==> config.mk <==
export PLATFORM = sky130hd
export DESIGN_NAME = ee_word_reader
export DESIGN_NICKNAME = d
export VERILOG_FILES = /design/src/rtl/ee_rd_pkg.sv /design/src/rtl/ee_rd_timer.sv /design/src/rtl/ee_rd_shifter.sv /design/src/rtl/ee_rd_fsm.sv /design/src/rtl/ee_word_reader.sv
export SDC_FILE = /design/constraint.sdc
export NUM_CORES = 1
export LEC_CHECK = 0
export BUFFER_PORTS_ARGS = -buffer_cell sky130_fd_sc_hd__buf_2
export CAP_MARGIN = 40
export CORE_MARGIN = 5
export CORE_UTILIZATION = 57
export DETAILED_ROUTE_END_ITERATION = 6
export PLACE_DENSITY_LB_ADDON = 0.08
export SLEW_MARGIN = 30
export SYNTH_ARGS = -nofsm -noshare
export SYNTH_HDL_FRONTEND = slang
export SYNTH_SLANG_ARGS = --single-unit
==> constraint.sdc <==
create_clock -name clk -period 2.45 [get_ports clk]
set_input_delay 0.49 -clock clk [delete_from_list [all_inputs] [get_ports clk]]
set_output_delay 0.49 -clock clk [all_outputs]
set_load 0.02 [all_outputs]
==> src/rtl/ee_rd_pkg.sv <==
package ee_rd_pkg;

  typedef enum logic [3:0] {
    ST_IDLE,
    ST_SETUP,
    ST_CMD_HI,
    ST_CMD_LO,
    ST_TAIL,
    ST_RD_HI,
    ST_RD_LO,
    ST_CS_OFF,
    ST_END_HI,
    ST_END_LO
  } ee_state_e;

  // cycles for a setup interval of 0.4 us, rounded up, at least one
  function automatic int unsigned setup_cycles(int unsigned clks_per_us);
    int unsigned c;
    c = (4 * clks_per_us + 9) / 10;
    return (c == 0) ? 1 : c;
  endfunction

endpackage

==> src/rtl/ee_rd_timer.sv <==
module ee_rd_timer #(
  parameter int TW = 8
) (
  input  logic          clk,
  input  logic          rst_n,
  input  logic          load,
  input  logic [TW-1:0] load_val,
  output logic          expired
);

  logic [TW-1:0] cnt;

  always_ff @(posedge clk or negedge rst_n) begin
    if (!rst_n)            cnt <= '0;
    else if (load)         cnt <= load_val;
    else if (cnt != '0)    cnt <= cnt - 1'b1;
  end

  assign expired = (cnt == '0);

endmodule

==> src/rtl/ee_rd_shifter.sv <==
module ee_rd_shifter #(
  parameter int CMD_W  = 9,
  parameter int DATA_W = 16
) (
  input  logic              clk,
  input  logic              rst_n,
  input  logic              load_cmd,
  input  logic [CMD_W-1:0]  cmd_in,
  input  logic              shift_cmd,
  output logic              cmd_msb,
  input  logic              shift_data,
  input  logic              din,
  output logic [DATA_W-1:0] data_out
);

  logic [CMD_W-1:0]  cmd_sr;
  logic [DATA_W-1:0] data_sr;

  always_ff @(posedge clk or negedge rst_n) begin
    if (!rst_n)         cmd_sr <= '0;
    else if (load_cmd)  cmd_sr <= cmd_in;
    else if (shift_cmd) cmd_sr <= {cmd_sr[CMD_W-2:0], 1'b0};
  end

  always_ff @(posedge clk or negedge rst_n) begin
    if (!rst_n)          data_sr <= '0;
    else if (shift_data) data_sr <= {data_sr[DATA_W-2:0], din};
  end

  assign cmd_msb  = cmd_sr[CMD_W-1];
  assign data_out = data_sr;

endmodule

==> src/rtl/ee_rd_fsm.sv <==
module ee_rd_fsm
  import ee_rd_pkg::*;
#(
  parameter int CMD_W  = 9,
  parameter int DATA_W = 16,
  parameter int SU_CYC = 1,
  parameter int LVL_CYC = 18,
  parameter int TW     = 8
) (
  input  logic          clk,
  input  logic          rst_n,
  input  logic          start,
  input  logic          timer_exp,
  input  logic          cmd_msb,
  output logic          timer_load,
  output logic [TW-1:0] timer_val,
  output logic          load_cmd,
  output logic          shift_cmd,
  output logic          shift_data,
  output logic          busy,
  output logic          done,
  output logic          cs,
  output logic          sk,
  output logic          di
);

  localparam int MAXB = (CMD_W > DATA_W) ? CMD_W : DATA_W;
  localparam int BW   = $clog2(MAXB + 1);
  localparam logic [TW-1:0] SU_M1  = TW'(SU_CYC - 1);
  localparam logic [TW-1:0] LVL_M1 = TW'(LVL_CYC - 1);
  localparam logic [BW-1:0] CMD_LAST  = BW'(CMD_W - 1);
  localparam logic [BW-1:0] DATA_LAST = BW'(DATA_W - 1);

  ee_state_e st, nxt;
  logic [BW-1:0] bit_cnt, bit_nxt;
  logic done_q;

  always_comb begin
    nxt        = st;
    bit_nxt    = bit_cnt;
    timer_load = 1'b0;
    timer_val  = '0;
    load_cmd   = 1'b0;
    shift_cmd  = 1'b0;
    shift_data = 1'b0;
    case (st)
      ST_IDLE: if (start) begin
        nxt = ST_SETUP; timer_load = 1'b1; timer_val = SU_M1;
        load_cmd = 1'b1; bit_nxt = '0;
      end
      ST_SETUP: if (timer_exp) begin
        nxt = ST_CMD_HI; timer_load = 1'b1; timer_val = LVL_M1;
      end
      ST_CMD_HI: if (timer_exp) begin
        nxt = ST_CMD_LO; timer_load = 1'b1; timer_val = LVL_M1;
      end
      ST_CMD_LO: if (timer_exp) begin
        timer_load = 1'b1; timer_val = SU_M1;
        if (bit_cnt == CMD_LAST) begin
          nxt = ST_TAIL; bit_nxt = '0;
        end else begin
          nxt = ST_SETUP; shift_cmd = 1'b1; bit_nxt = bit_cnt + 1'b1;
        end
      end
      ST_TAIL: if (timer_exp) begin
        nxt = ST_RD_HI; timer_load = 1'b1; timer_val = LVL_M1;
      end
      ST_RD_HI: if (timer_exp) begin
        nxt = ST_RD_LO; timer_load = 1'b1; timer_val = LVL_M1;
        shift_data = 1'b1;
      end
      ST_RD_LO: if (timer_exp) begin
        timer_load = 1'b1;
        if (bit_cnt == DATA_LAST) begin
          nxt = ST_CS_OFF; timer_val = SU_M1; bit_nxt = '0;
        end else begin
          nxt = ST_RD_HI; timer_val = LVL_M1; bit_nxt = bit_cnt + 1'b1;
        end
      end
      ST_CS_OFF: if (timer_exp) begin
        nxt = ST_END_HI; timer_load = 1'b1; timer_val = LVL_M1;
      end
      ST_END_HI: if (timer_exp) begin
        nxt = ST_END_LO; timer_load = 1'b1; timer_val = LVL_M1;
      end
      ST_END_LO: if (timer_exp) nxt = ST_IDLE;
      default: nxt = ST_IDLE;
    endcase
  end

  always_ff @(posedge clk or negedge rst_n) begin
    if (!rst_n) begin
      st      <= ST_IDLE;
      bit_cnt <= '0;
      done_q  <= 1'b0;
    end else begin
      st      <= nxt;
      bit_cnt <= bit_nxt;
      done_q  <= (st == ST_END_LO) && timer_exp;
    end
  end

  always_comb begin
    cs = 1'b0; sk = 1'b0; di = 1'b0;
    case (st)
      ST_SETUP, ST_CMD_LO: begin cs = 1'b1; di = cmd_msb; end
      ST_CMD_HI:           begin cs = 1'b1; sk = 1'b1; di = cmd_msb; end
      ST_TAIL, ST_RD_LO:   cs = 1'b1;
      ST_RD_HI:            begin cs = 1'b1; sk = 1'b1; end
      ST_END_HI:           sk = 1'b1;
      default: ;
    endcase
  end

  assign busy = (st != ST_IDLE);
  assign done = done_q;

endmodule

==> src/rtl/ee_word_reader.sv <==
module ee_word_reader
  import ee_rd_pkg::*;
#(
  parameter int CLKS_PER_US = 50,
  parameter int ADDR_W      = 6,
  parameter int OP_W        = 3,
  parameter logic [OP_W-1:0] RD_OPCODE = 3'b110,
  parameter int DATA_W      = 16
) (
  input  logic              clk,
  input  logic              rst_n,
  input  logic              start,
  input  logic [ADDR_W-1:0] addr,
  output logic              busy,
  output logic              done,
  output logic [DATA_W-1:0] rdata,
  output logic              ee_cs,
  output logic              ee_sk,
  output logic              ee_di,
  input  logic              ee_do
);

  localparam int CMD_W   = OP_W + ADDR_W;
  localparam int LVL_CYC = 9 * CLKS_PER_US;
  localparam int SU_CYC  = int'(setup_cycles(CLKS_PER_US));
  localparam int TW      = $clog2(LVL_CYC + 1);

  logic          t_load, t_exp;
  logic [TW-1:0] t_val;
  logic          ld_cmd, sh_cmd, sh_dat, cmd_bit;

  ee_rd_timer #(.TW(TW)) u_timer (
    .clk(clk), .rst_n(rst_n), .load(t_load), .load_val(t_val), .expired(t_exp)
  );

  ee_rd_shifter #(.CMD_W(CMD_W), .DATA_W(DATA_W)) u_shift (
    .clk(clk), .rst_n(rst_n),
    .load_cmd(ld_cmd), .cmd_in({RD_OPCODE, addr}), .shift_cmd(sh_cmd),
    .cmd_msb(cmd_bit), .shift_data(sh_dat), .din(ee_do), .data_out(rdata)
  );

  ee_rd_fsm #(
    .CMD_W(CMD_W), .DATA_W(DATA_W), .SU_CYC(SU_CYC), .LVL_CYC(LVL_CYC), .TW(TW)
  ) u_fsm (
    .clk(clk), .rst_n(rst_n), .start(start), .timer_exp(t_exp), .cmd_msb(cmd_bit),
    .timer_load(t_load), .timer_val(t_val), .load_cmd(ld_cmd), .shift_cmd(sh_cmd),
    .shift_data(sh_dat), .busy(busy), .done(done),
    .cs(ee_cs), .sk(ee_sk), .di(ee_di)
  );

endmodule

==> impl_metrics.ini <==
[status]
status = completed

[worst_setup_path]
timing.setup.critical_path_class = reg -> reg
crit-reg2reg-launch = u_timer.cnt[0]$_DFFE_PN0P_
regToRegEndpoint = u_shift.data_out[12]$_DFFE_PN0P_
cp-start-kind = register
arrival_time_reported_for_the_critical_path_endpoint_ns = 2.47
r2r_slack_ns = 0.16
r2r_cells = 6
worstPathRequired_ns = 2.63
crit_start = u_timer.cnt[0]$_DFFE_PN0P_
worst-path-max-fanout = 16
critical_path.endpoint_type = register

[logic_synthesis]
syn_inst = 223
synth_top_cell_by_area = sky130_fd_sc_hd__dfrtp_1
synthDominantCellAreaShare_pct = 46.6
synth-adder-area-share_pct = 2.65
number_of_nets_in_the_synthesized_netlist = 238
synth_edf_count = 0
postSynth.asyncResetShare_pct = 100
ys_warn_count = 0
synthesized_area_mm2 = 0.00236
ys_ff_latch = 44
ranking_of_synthesized_cells_by_area = sky130_fd_sc_hd__dfrtp_1 (47%), sky130_fd_sc_hd__mux2_2 (8.6%), sky130_fd_sc_hd__nand2_1 (3.0%)
sequential_area_share_after_synthesis_pct = 46.6
synth.area.mux_share_pct = 9.42
synth_xor_area_share_pct = 1.11
ys_dominant_reg_cell = sky130_fd_sc_hd__dfrtp_1
synth_top_family_by_area = simple AND/OR/NAND/NOR gates
avgSynthCellArea_um2 = 10.6
synth_cell_type_count = 54
synth_compound_gate_area_share_pct = 12.9
post_synth_and_or_nand_nor_area_fraction_pct = 21.5

[power]
leakagePower_nw = 1.32
peakVddDrop_mv = 0.478
power.density_cell_area_mw_per_mm2 = 919

[timing]
finalSetupViolations = 0
clock.fmax_mhz = 436
finalHoldWorstSlack_ns = 0.198
skew_ns = 0.0150
max_slew_margin_pct = 57.7
final.setup.tns_ns = 0
fin_crit_ns = 2.29
report.final.hold_viol_count = 0
report.final.slew_viol_count = 0
max_slew.worst_pin.slew_ns = 0.634
grt_setup_unrepaired = no
min_period_over_period_pct = 93.5

[finish]
proportion_of_layout_cells_with_a_drive_suffix_above_1_pct = 30.9
fill_cells = 315
design.final.nets = 273
num_antenna_cells = 0
area.growth.synth_to_final_pct = 13.3

[detailed_routing]
vias_per_cell = 5.65
drc_marker_count_from_the_first_detailed_route_iteration = 136
drt_drc_violations_left = 0
routed_wl_um = 4640
via_count = 1747
routed_wire_length_per_instance_um = 15.0
postRouteAntennaNets = 0
detailedRoute.firstPassIterationCount = 4

[clock_tree]
htreeDepth = 2
cts_inserted_buffers = 5
clk_latency_ns = 0.30
max-clock-path-buffers = 2
clk_pin_slew_worst_paths_ns = 0.09
cts_tree = built
post_cts_hold_buffer_count = 0
cts.repair.resized = 0
post_cts.repair.setup_buffers = 0
clock_tree.root_cell = sky130_fd_sc_hd__clkbuf_8
tritoncts_num_sinks = 44

[die]
boundaryPins = 31
die-height_um = 74.4
starting_utilization_of_the_core_area_pct = 59.1
die_width_um = 74.4
fp.dieArea_mm2 = 0.00553
rows = 23
floorplan.core_area_mm2 = 0.00400

[global_route]
grt_pass1_vias = 1698
grtUsageTotal_pct = 18.6
grt_max_degree = 30
antenna_found_initial = 0
wire_length_of_the_first_global_routing_pass_um = 7970
globalRouteOverflowTotal = 0

[placed_design]
gp_congestion = 0.754
place.port_buffers = 30
dpl.hpwl_um = 3350

[job]
max_cap_viol_count = 0

[hold_path]
hold_path_class = in -> async
==> sequential cells by signal, summed over array words and instances, names as in the netlist <==
name	flops
u_fsm.st	4
u_fsm.done	1
u_fsm.bit_cnt	5
u_timer.cnt	9
u_shift.cmd_sr	9
u_shift.data_out	16
==> cell families after synthesis <==
group | Yosys count
flops | 44
buf+inv | 25
fa+ha+maj | 5
simple gates | 82
mux | 20
xor+xnor | 3
compound gates | 44
==> cell usage after synthesis, types with 3 or more instances <==
cell type,count
sky130_fd_sc_hd__dfrtp_1,44
sky130_fd_sc_hd__nand2_1,19
sky130_fd_sc_hd__mux2_2,18
sky130_fd_sc_hd__inv_1,12
sky130_fd_sc_hd__nor2_1,12
sky130_fd_sc_hd__nand3_1,10
sky130_fd_sc_hd__a21oi_1,8
sky130_fd_sc_hd__nor3_1,8
sky130_fd_sc_hd__o21ai_0,8
sky130_fd_sc_hd__clkbuf_1,5
sky130_fd_sc_hd__ha_1,5
sky130_fd_sc_hd__a211oi_1,4
sky130_fd_sc_hd__a22oi_1,4
sky130_fd_sc_hd__nand2b_1,4
sky130_fd_sc_hd__a221o_1,3
sky130_fd_sc_hd__and3_1,3
sky130_fd_sc_hd__buf_6,3
sky130_fd_sc_hd__nor4_1,3
sky130_fd_sc_hd__o22ai_1,3
==> worst max-delay path by stage <==
stage / slack (ns) / cells past startpoint / end
floorplan: 0.23 / 8 / u_shift.cmd_sr[5]$_DFFE_PN0P_
global placement: 0.23 / 6 / u_shift.data_out[8]$_DFFE_PN0P_
detailed placement: 0.18 / 6 / u_shift.data_out[15]$_DFFE_PN0P_
CTS: 0.15 / 6 / u_shift.data_out[2]$_DFFE_PN0P_
global route: 0.05 / 6 / u_shift.data_out[0]$_DFFE_PN0P_
finish: 0.16 / 6 / u_shift.data_out[12]$_DFFE_PN0P_
==> worst max-delay path, stage by stage (launching register included) <==
cell,delay (ns)
sky130_fd_sc_hd__dfrtp_1,0.41
sky130_fd_sc_hd__inv_1,0.10
sky130_fd_sc_hd__ha_1,0.22
sky130_fd_sc_hd__or4b_4,0.56
sky130_fd_sc_hd__nor2_8,0.22
sky130_fd_sc_hd__nand4b_4,0.30
sky130_fd_sc_hd__mux2_2,0.37
==> cells in the final DEF (no fill, tap or decap), types with 4 or more instances in the layout <==
master	n
sky130_fd_sc_hd__clkbuf_8	5
sky130_fd_sc_hd__buf_4	11
sky130_fd_sc_hd__o21ai_0	8
sky130_fd_sc_hd__inv_1	12
sky130_fd_sc_hd__ha_1	5
sky130_fd_sc_hd__nand2_1	19
sky130_fd_sc_hd__dfrtp_1	44
sky130_fd_sc_hd__buf_2	30
sky130_fd_sc_hd__nor3_1	8
sky130_fd_sc_hd__nor2_1	12
sky130_fd_sc_hd__a21oi_1	8
sky130_fd_sc_hd__nand2b_1	4
sky130_fd_sc_hd__a211oi_1	4
sky130_fd_sc_hd__mux2_2	18
sky130_fd_sc_hd__nand3_1	10
sky130_fd_sc_hd__a22oi_1	4
==> power breakdown <==
group | internal, mW | total, mW | switching (mW)
logic | 0.381 | 0.929 | 0.548
registers | 0.862 | 0.977 | 0.115
clock network | 0.302 | 0.556 | 0.254
total | 1.54 | 2.46 | 0.918
==> cell type report <==
cell class,count,area [um2],area share (%)
clock buffer,5,68.8,2.57
timing repair buffer,41,233,8.69
inverter,12,45.0,1.68
tap,50,62.6,2.34
multi-input combinational,154,1130,42.0
clock inverter,3,42.5,1.59
sequential,44,1100,41.1
==> stage by stage <==
| stage | area, um2 | setup slack [ns] | util, % | total power, mW | std cells |
|---|---|---|---|---|---|
| floorplan | 2360 | 0.228 | - | 1.69 | 223 |
| global placement | 2570 | 0.230 | 64.2 | 1.91 | 301 |
| detailed placement | 2570 | 0.178 | 64.2 | 1.92 | 301 |
| CTS | 2680 | 0.151 | 67.0 | 2.48 | 309 |
| global route | 2680 | 0.0477 | 67.0 | 2.63 | 309 |
| finish | 2680 | 0.159 | 67.0 | 2.46 | 309 |
==> layer usage <==
layer / vias up / share of wire, % / GRT usage [%]
li1: 878 / - / -
met1: 841 / 50 / 27.5
met2: 23 / 45 / 26.8
met3: 5 / 3.6 / 4.05
met4: 0 / 0.99 / 6.52
met5: - / 0 / 0
(Power assumes the default switching activity.)
